===== src/rtl/quiz_pkg.sv =====
package quiz_pkg;
  parameter int unsigned QZ_PLAYERS = 3;
  parameter int unsigned QZ_CODE_W  = $clog2(QZ_PLAYERS + 1);
endpackage


===== src/rtl/quiz_first_pick.sv =====
module quiz_first_pick #(
  parameter int unsigned N  = quiz_pkg::QZ_PLAYERS,
  parameter int unsigned CW = quiz_pkg::QZ_CODE_W
) (
  input  logic [N-1:0]  req_i,
  output logic          hit_o,
  output logic [CW-1:0] code_o
);
  // Scan from the top so the lowest index is written last and wins.
  always_comb begin
    hit_o  = 1'b0;
    code_o = '0;
    for (int i = N - 1; i >= 0; i--) begin
      if (req_i[i]) begin
        hit_o  = 1'b1;
        code_o = CW'(i + 1);
      end
    end
  end
endmodule


===== src/rtl/quiz_grant_decode.sv =====
module quiz_grant_decode #(
  parameter int unsigned N  = quiz_pkg::QZ_PLAYERS,
  parameter int unsigned CW = quiz_pkg::QZ_CODE_W
) (
  input  logic [CW-1:0] code_i,
  output logic [N-1:0]  grant_o
);
  for (genvar g = 0; g < N; g++) begin : g_dec
    assign grant_o[g] = (code_i == CW'(g + 1));
  end
endmodule


===== src/rtl/quiz_next_state.sv =====
module quiz_next_state #(
  parameter int unsigned N  = quiz_pkg::QZ_PLAYERS,
  parameter int unsigned CW = quiz_pkg::QZ_CODE_W
) (
  input  logic          clear_i,
  input  logic          ok_i,
  input  logic          bad_i,
  input  logic [N-1:0]  lock_i,
  input  logic [CW-1:0] code_i,
  input  logic [N-1:0]  owner_i,
  input  logic          pick_hit_i,
  input  logic [CW-1:0] pick_code_i,
  output logic [N-1:0]  lock_o,
  output logic [CW-1:0] code_o
);
  always_comb begin
    lock_o = lock_i;
    code_o = code_i;
    if (clear_i) begin
      lock_o = '0;
      code_o = '0;
    end else if (code_i == '0) begin
      if (pick_hit_i) code_o = pick_code_i;
    end else if (ok_i) begin
      lock_o = '0;
      code_o = '0;
    end else if (bad_i) begin
      lock_o = lock_i | owner_i;
      code_o = '0;
    end
  end
endmodule


===== src/rtl/quiz_lockout_arbiter.sv =====
module quiz_lockout_arbiter (
  input  logic       clk,
  input  logic       rst_n,
  input  logic       clear_i,
  input  logic [2:0] buzz_i,
  input  logic       judge_ok_i,
  input  logic       judge_bad_i,
  output logic [2:0] grant_o,
  output logic [1:0] player_code_o,
  output logic [2:0] lock_o
);
  import quiz_pkg::*;
  localparam int unsigned N  = QZ_PLAYERS;
  localparam int unsigned CW = QZ_CODE_W;

  logic [N-1:0]  lock_q, lock_d, grant;
  logic [CW-1:0] code_q, code_d, pick_code;
  logic          pick_hit;

  quiz_first_pick #(.N(N), .CW(CW)) u_pick (
    .req_i (buzz_i & ~lock_q),
    .hit_o (pick_hit),
    .code_o(pick_code)
  );

  quiz_grant_decode #(.N(N), .CW(CW)) u_dec (
    .code_i (code_q),
    .grant_o(grant)
  );

  quiz_next_state #(.N(N), .CW(CW)) u_ns (
    .clear_i    (clear_i),
    .ok_i       (judge_ok_i),
    .bad_i      (judge_bad_i),
    .lock_i     (lock_q),
    .code_i     (code_q),
    .owner_i    (grant),
    .pick_hit_i (pick_hit),
    .pick_code_i(pick_code),
    .lock_o     (lock_d),
    .code_o     (code_d)
  );

  always_ff @(posedge clk or negedge rst_n) begin
    if (!rst_n) begin
      lock_q <= '0;
      code_q <= '0;
    end else begin
      lock_q <= lock_d;
      code_q <= code_d;
    end
  end

  assign grant_o       = grant;
  assign player_code_o = code_q;
  assign lock_o        = lock_q;

  a_r1_clear_empties: assert property (@(posedge clk) disable iff (!rst_n)
    clear_i |=> (code_q == '0) && (lock_q == '0));

  a_r5_wrong_locks_owner: assert property (@(posedge clk) disable iff (!rst_n)
    (!clear_i && code_q != '0 && judge_bad_i && !judge_ok_i)
      |=> (code_q == '0) && (lock_q == ($past(lock_q) | $past(grant))));

  a_r6_hold_without_ruling: assert property (@(posedge clk) disable iff (!rst_n)
    (!clear_i && code_q != '0 && !judge_bad_i && !judge_ok_i)
      |=> $stable(code_q) && $stable(lock_q));

  a_r4_locks_only_grow: assert property (@(posedge clk) disable iff (!rst_n)
    (!clear_i && !judge_ok_i) |=> ((lock_q & $past(lock_q)) == $past(lock_q)));

  a_r10_full_lock_sticks: assert property (@(posedge clk) disable iff (!rst_n)
    (!clear_i && lock_q == '1) |=> (lock_q == '1) && (code_q == '0));

  a_r12_grant_onehot: assert property (@(posedge clk) disable iff (!rst_n)
    $onehot0(grant) && ((code_q == '0) == (grant == '0)));
endmodule


===== config.mk =====
export PLATFORM = sky130hd
export DESIGN_NAME = quiz_lockout_arbiter
export DESIGN_NICKNAME = d
export VERILOG_FILES = /design/src/rtl/quiz_pkg.sv /design/src/rtl/quiz_first_pick.sv /design/src/rtl/quiz_grant_decode.sv /design/src/rtl/quiz_next_state.sv /design/src/rtl/quiz_lockout_arbiter.sv
export SDC_FILE = /design/constraint.sdc
export NUM_CORES = 1
export LEC_CHECK = 0
export ABC_AREA = 1
export ABC_CLOCK_PERIOD_IN_PS = 1500
export BUFFER_PORTS_ARGS = -buffer_cell sky130_fd_sc_hd__buf_2
export CAP_MARGIN = 15
export CORE_AREA = 5 5 42 44
export CTS_CLUSTER_SIZE = 12
export DETAILED_ROUTE_END_ITERATION = 10
export DIE_AREA = 0 0 47 49
export HOLD_SLACK_MARGIN = 0.03
export SYNTH_ARGS = -nofsm -noshare
export SYNTH_HDL_FRONTEND = slang
export SYNTH_SLANG_ARGS = --single-unit

===== constraint.sdc =====
create_clock -name clk -period 1.5 [get_ports clk]
set_input_delay 0.225 -clock clk [delete_from_list [all_inputs] [get_ports clk]]
set_output_delay 0.225 -clock clk [all_outputs]
set_load 0.03 [all_outputs]

* Word level (Yosys, flattened, before mapping)
Cells that the tools add are included.
Word-level totals: logic and storage cells 30, output and inout port bits 8, flip-flop bits (word level) 5, bits of input ports 8
Cells by class: mux-type cells 15, bitwise logic cells 3, reductions and logical operators 5, eq/ne operators 5
Operators with widths (count):
- $mux 2 | 8
- $mux 3 | 4
- $eq 2x2->1 const B | 2
- $reduce_and 2->1 | 2
- $reduce_bool 4->1 | 1
- $and 3x3->3 | 1
- $mux 1 | 3
- $ne 3x3->1 const B | 1
- $not 3->3 | 1
- $or 3x3->3 | 1
- $reduce_bool 3->1 | 1
- $eq 2x1->1 const B | 1
- $logic_not 2->1 | 1
- $ne 2x2->1 const B | 1

* Longest topological paths before layout
depth after elaboration 8, gate-level depth with buffers 7, depth with buffers taken out 7

* Modules after synthesis
Synthesis repeated with hierarchy kept, for this count alone.
Second synthesis, totals: cell total of the unflattened synthesis 52, area, all modules 325.3 um2
By module, submodules not included:
- quiz_lockout_arbiter | sequential area each 125.1 um2, cells an instance 11, times used 1, area an instance 155.1 um2
- quiz_next_state | sequential area each 0.0 um2, cells an instance 28, times used 1, area an instance 118.9 um2
- quiz_first_pick | sequential area each 0.0 um2, cells an instance 7, times used 1, area an instance 28.8 um2
- quiz_grant_decode | sequential area each 0.0 um2, cells an instance 6, times used 1, area an instance 22.5 um2

* Least setup slack after synthesis
OpenSTA, ideal clock, no wires.
path type register to register, start point register code_q[0] (netlist: player_code_o[0]), end point register lock_q[0] (netlist: lock_o[0]), period minus slack after synthesis 1373 ps, path slack 127 ps, data required time 1428 ps, stages on the path, launching flop included 5, arrival 1300 ps, library setup time 72 ps, path buffers 0, cell sequence dfrtp_1 > inv_2 > nor2_1 > a21oi_1 > nor2_1
Between the ends: cells in the longest elaborated chain, start to end 6, elaborated cells on any way between the ends 9, those cells by class 2 x eq/ne; 4 x mux; 1 x bitwise; 2 x reduce/logical
RTL lines:
- start: declaration | line quiz_lockout_arbiter.sv:17 | logic [CW-1:0] code_q, code_d, pick_code;
- start signal: assignment | line quiz_lockout_arbiter.sv:50 | code_q <= code_d;
- $eq 2x1->1 | line quiz_grant_decode.sv:9 | assign grant_o[g] = (code_i == CW'(g + 1));
- via grant_o[0] | line quiz_lockout_arbiter.sv:8 | output logic [2:0] grant_o,
- $or 3x3->3 | line quiz_next_state.sv:28 | lock_o = lock_i | owner_i;
- $mux 3 | line quiz_next_state.sv:27 | end else if (bad_i) begin
- $mux 3 | line quiz_next_state.sv:24 | end else if (ok_i) begin
- $mux 3 | line quiz_next_state.sv:22 | end else if (code_i == '0) begin
- $mux 3 | line quiz_next_state.sv:19 | if (clear_i) begin
- end signal: assignment | line quiz_lockout_arbiter.sv:49 | lock_q <= lock_d;
- end: declaration | line quiz_lockout_arbiter.sv:16 | logic [N-1:0] lock_q, lock_d, grant;
The timed path passes the listed nets, and every way through them passes these cells. The select of a mux whose other input is x is not followed. A chain may end at the register's enable or synchronous reset.

* Final worst setup path
start point register code_q[0] (netlist: player_code_o[0]), end point output grant_o[0]
Between the ends: cells in the longest elaborated chain, start to end 1
RTL lines (line):
- $eq 2x1->1 | quiz_grant_decode.sv:9
- end: declaration | quiz_lockout_arbiter.sv:8
Every way passes these cells.

==> key figures <==
Clock tree
  • Hold-fix buffers at CTS: 1
  • Gates resized, CTS repair: 0
  • CTS tree: yes
  • Clock Tree Root: clkbuf_4
  • Clock Tree Buf Depth: 2
  • # clock sinks: 5
  • Clk slew on worst S/H paths: 0.04 ns
  • Post-CTS setup buffers: 0
  • TritonCTS buffer count: 3
  • Clock Latency Late Sink: between 0.2 and 0.25 ns
  • H-Tree Depth: 1

Power
  • Switching Share: 40.9%
  • Combinational Power Share: between 30% and 40%
  • Clock network power share: between 20 and 30%
  • Leak: approximately 0.26 nW
  • VDD IR-drop max: 0.000453 V
  • Total power: 0.000546 W
  • Internal: 0.000323 W
  • PwrDens: ~1300 nW/µm²
  • Seq pwr share: 33.1%
  • Net Sw Power: around 0.00022 W

Timing
  • Final setup viols: 0
  • Worst-Margin Slew: approximately 0.19 ns
  • Slew HR: 87.6%
  • Fin. Hold Viols: 0
  • RSZ-0062 raised after global routing: no
  • Final setup margin: roughly 0.20 ns
  • Fmax: 769 MHz
  • Final min period: 1.30 ns
  • Final Skew: 0.00177 ns
  • Period Utilization, post-route: between 80 and 90%
  • Total negative slack: 0 ns
  • Final number of max-transition violations: 0

Logic synthesis
  • Mapped Avg Cell Area: 6.93 µm²
  • Share of the synthesized area in the top cell type: 42.0%
  • Post-synthesis sequential area ratio: 42.0%
  • Synth Register Bits: 5
  • Syn Std Cell Area: approximately 300 µm²
  • Largest area contributor in the netlist: dfrtp_1
  • Ys Warns: 0
  • Post-synthesis instance total: 43
  • Synth Net Count: 51
  • Distinct cells, synth: 12
  • Synth area leaders: dfrtp_1 (42%), nand2_1 (13%), inv_1 (8.8%), nor2_1 (8.8%), a21oi_1 (5.0%)

GRT
  • Grt met3 use: 2.21%
  • Largest net degree at the start of global routing: 7
  • GRT Util Overall: between 7 and 8%
  • First-pass GRT wire length: about 1300 µm
  • Gr ovfl total: 0
  • GRT Max-Usage Layer: met1
  • Grt met2 use: a little over a tenth
  • Initial antenna violation count: 0
  • Met1 usage: between 10% and 20%
  • Vias in the first global route: roughly 320

Worst setup path
  • CP Max Fanout: 6
  • Reg2reg setup slack: around 0.52 ns
  • Crit-path cells: inv_2, nor2_1, buf_2
  • Reg2reg path depth: 7
  • Worst path slowest cell: dfrtp_1
  • Setup crit start kind: flop
  • Worst EP arrival: roughly 1.1 ns
  • R2R Path End: player_code_o[1]
  • CP Capture Type: output pin
  • Crit path depth: 3
  • Crit Path Class: reg -> out
  • CP endpoint: grant_o[0]
  • Crit path max-delay family: flip-flops
  • Buf/Inv on CP: 2
  • CP Launch Point: player_code_o[0]
  • Critical Path RT: ~1.3 ns
  • R2r startpoint: player_code_o[0]
  • Critical Path Max Stage Delay: around 0.43 ns

Finish
  • P&R area growth vs syn: 44.1%
  • Diodes inserted: 0
  • Finished Layout Cells: 79
  • Share of layout cells above drive strength 1: between 30% and 40%
  • Final core occ: 30.6%
  • Fin nets: just over 70

Die
  • Die area: about 2300 µm²
  • Starting Density: around a fifth
  • Cell Rows: 14
  • Core Box Area: roughly 1400 µm²
  • Die Y-Extent: 49 µm
  • Die width: 47 µm
  • Top Ports: 16

Routing
  • Iter 0 DRT Violations: 7
  • Vias per cell: approximately 4.0
  • Total wire length: about 770 µm
  • Drc violations: 0
  • Pre-antenna DRT Iters: 4
  • Average wire per standard cell: slightly below 10 µm
  • Final ANT Viol Nets: 0
  • Via count: roughly 320

Worst hold path
  • Min-delay worst type: in -> async

Placed design
  • Cell count after placement: 74
  • Detail Placement HPWL: roughly 650 µm
  • Dpl ws: about 0.46 ns
  • Routability congestion estimate: roughly 0.68
  • Port bufs: 15

Run status
  • Status: complete, no violations

Job
  • Max-cap violation count: 0
sequential cells by signal (all words and copies together) (netlist names):
signal         count
lock_o             3
player_code_o      2
worst reg2reg max path: cells and delay by family (launching register included):
kind	cells	cell delay (ns)
AND/OR/NAND/NOR	5	0.36
flip-flops	1	0.43
buffers and inverters	2	0.10
synthesized netlist by cell type (all sizes together):
library cell,count
nand2,11
o21ai,2
inv,9
dfrtp,5
a21oi,3
nand3,3
nor2,10
per-stage QoR:
stage,hold slack (ns),area [µm²]
floorplan,-0.0706,298
global placement,0.0460,393
detailed placement,0.0462,393
CTS,0.324,429
global route,0.342,429
finish,0.334,429
power by group through the flow:
stage,sequential (W),clock [W],combinational (W)
after floorplan,0.000224,0,0.000106
after CTS,0.000181,0.000159,0.000218
after global routing,0.000186,0.000170,0.000238
after detailed placement,0.000182,0,0.000215
after global placement,0.000181,0,0.000215
final,0.000181,0.000150,0.000216
worst min path at each step:
| stage | start | end | slack, ns |
|---|---|---|---|
| 3_3_place_gp | rst_n | player_code_o[0] | 0.05 |
| 6_report | rst_n | lock_o[0] | 0.33 |
| 5_1_grt | rst_n | lock_o[0] | 0.34 |
| 4_1_cts | rst_n | lock_o[0] | 0.32 |
| 3_5_place_dp | rst_n | lock_o[0] | 0.05 |
| 2_1_floorplan | rst_n | lock_o[0] | -0.07 |
cells in the final DEF (no fill, tap or decap):
cell and n:
inv_1 7, nor2_4 1, a21oi_1 3, nand2_2 1
o21ai_0 2, nand3_2 1, dfrtp_1 5, nand3_1 2
clkbuf_4 3, nor2_1 7, nor2_2 2, clkbuf_1 1
dlygate4sd3_1 1, buf_2 15, nand2_1 10, inv_2 2
routing by layer:
metal	up-vias	share of wire, %	wire, µm
met3	0	6.4	49
met1	142	43	332
li1	169	-	-
met5	-	0	0
met4	0	0	0
met2	8	50	387
logic make-up after synthesis:
| family | Yosys count | share of synthesized area [%] |
|---|---|---|
| and+or+nand+nor | 24 | 38.2 |
| AOI/OAI and AO/OA | 5 | 8.40 |
| DFF | 5 | 42.0 |
| buffers and inverters | 9 | 11.3 |
area by class of cell:
cell class	count	area (µm²)
Clock buffer	4	26.3
Multi-Input combinational cell	29	139
Tap cell	16	20.0
Inverter	9	33.8
Fill cell	173	972
Timing Repair Buffer	16	85.1
Sequential cell	5	125
Power figures use the tool's default switching activity.
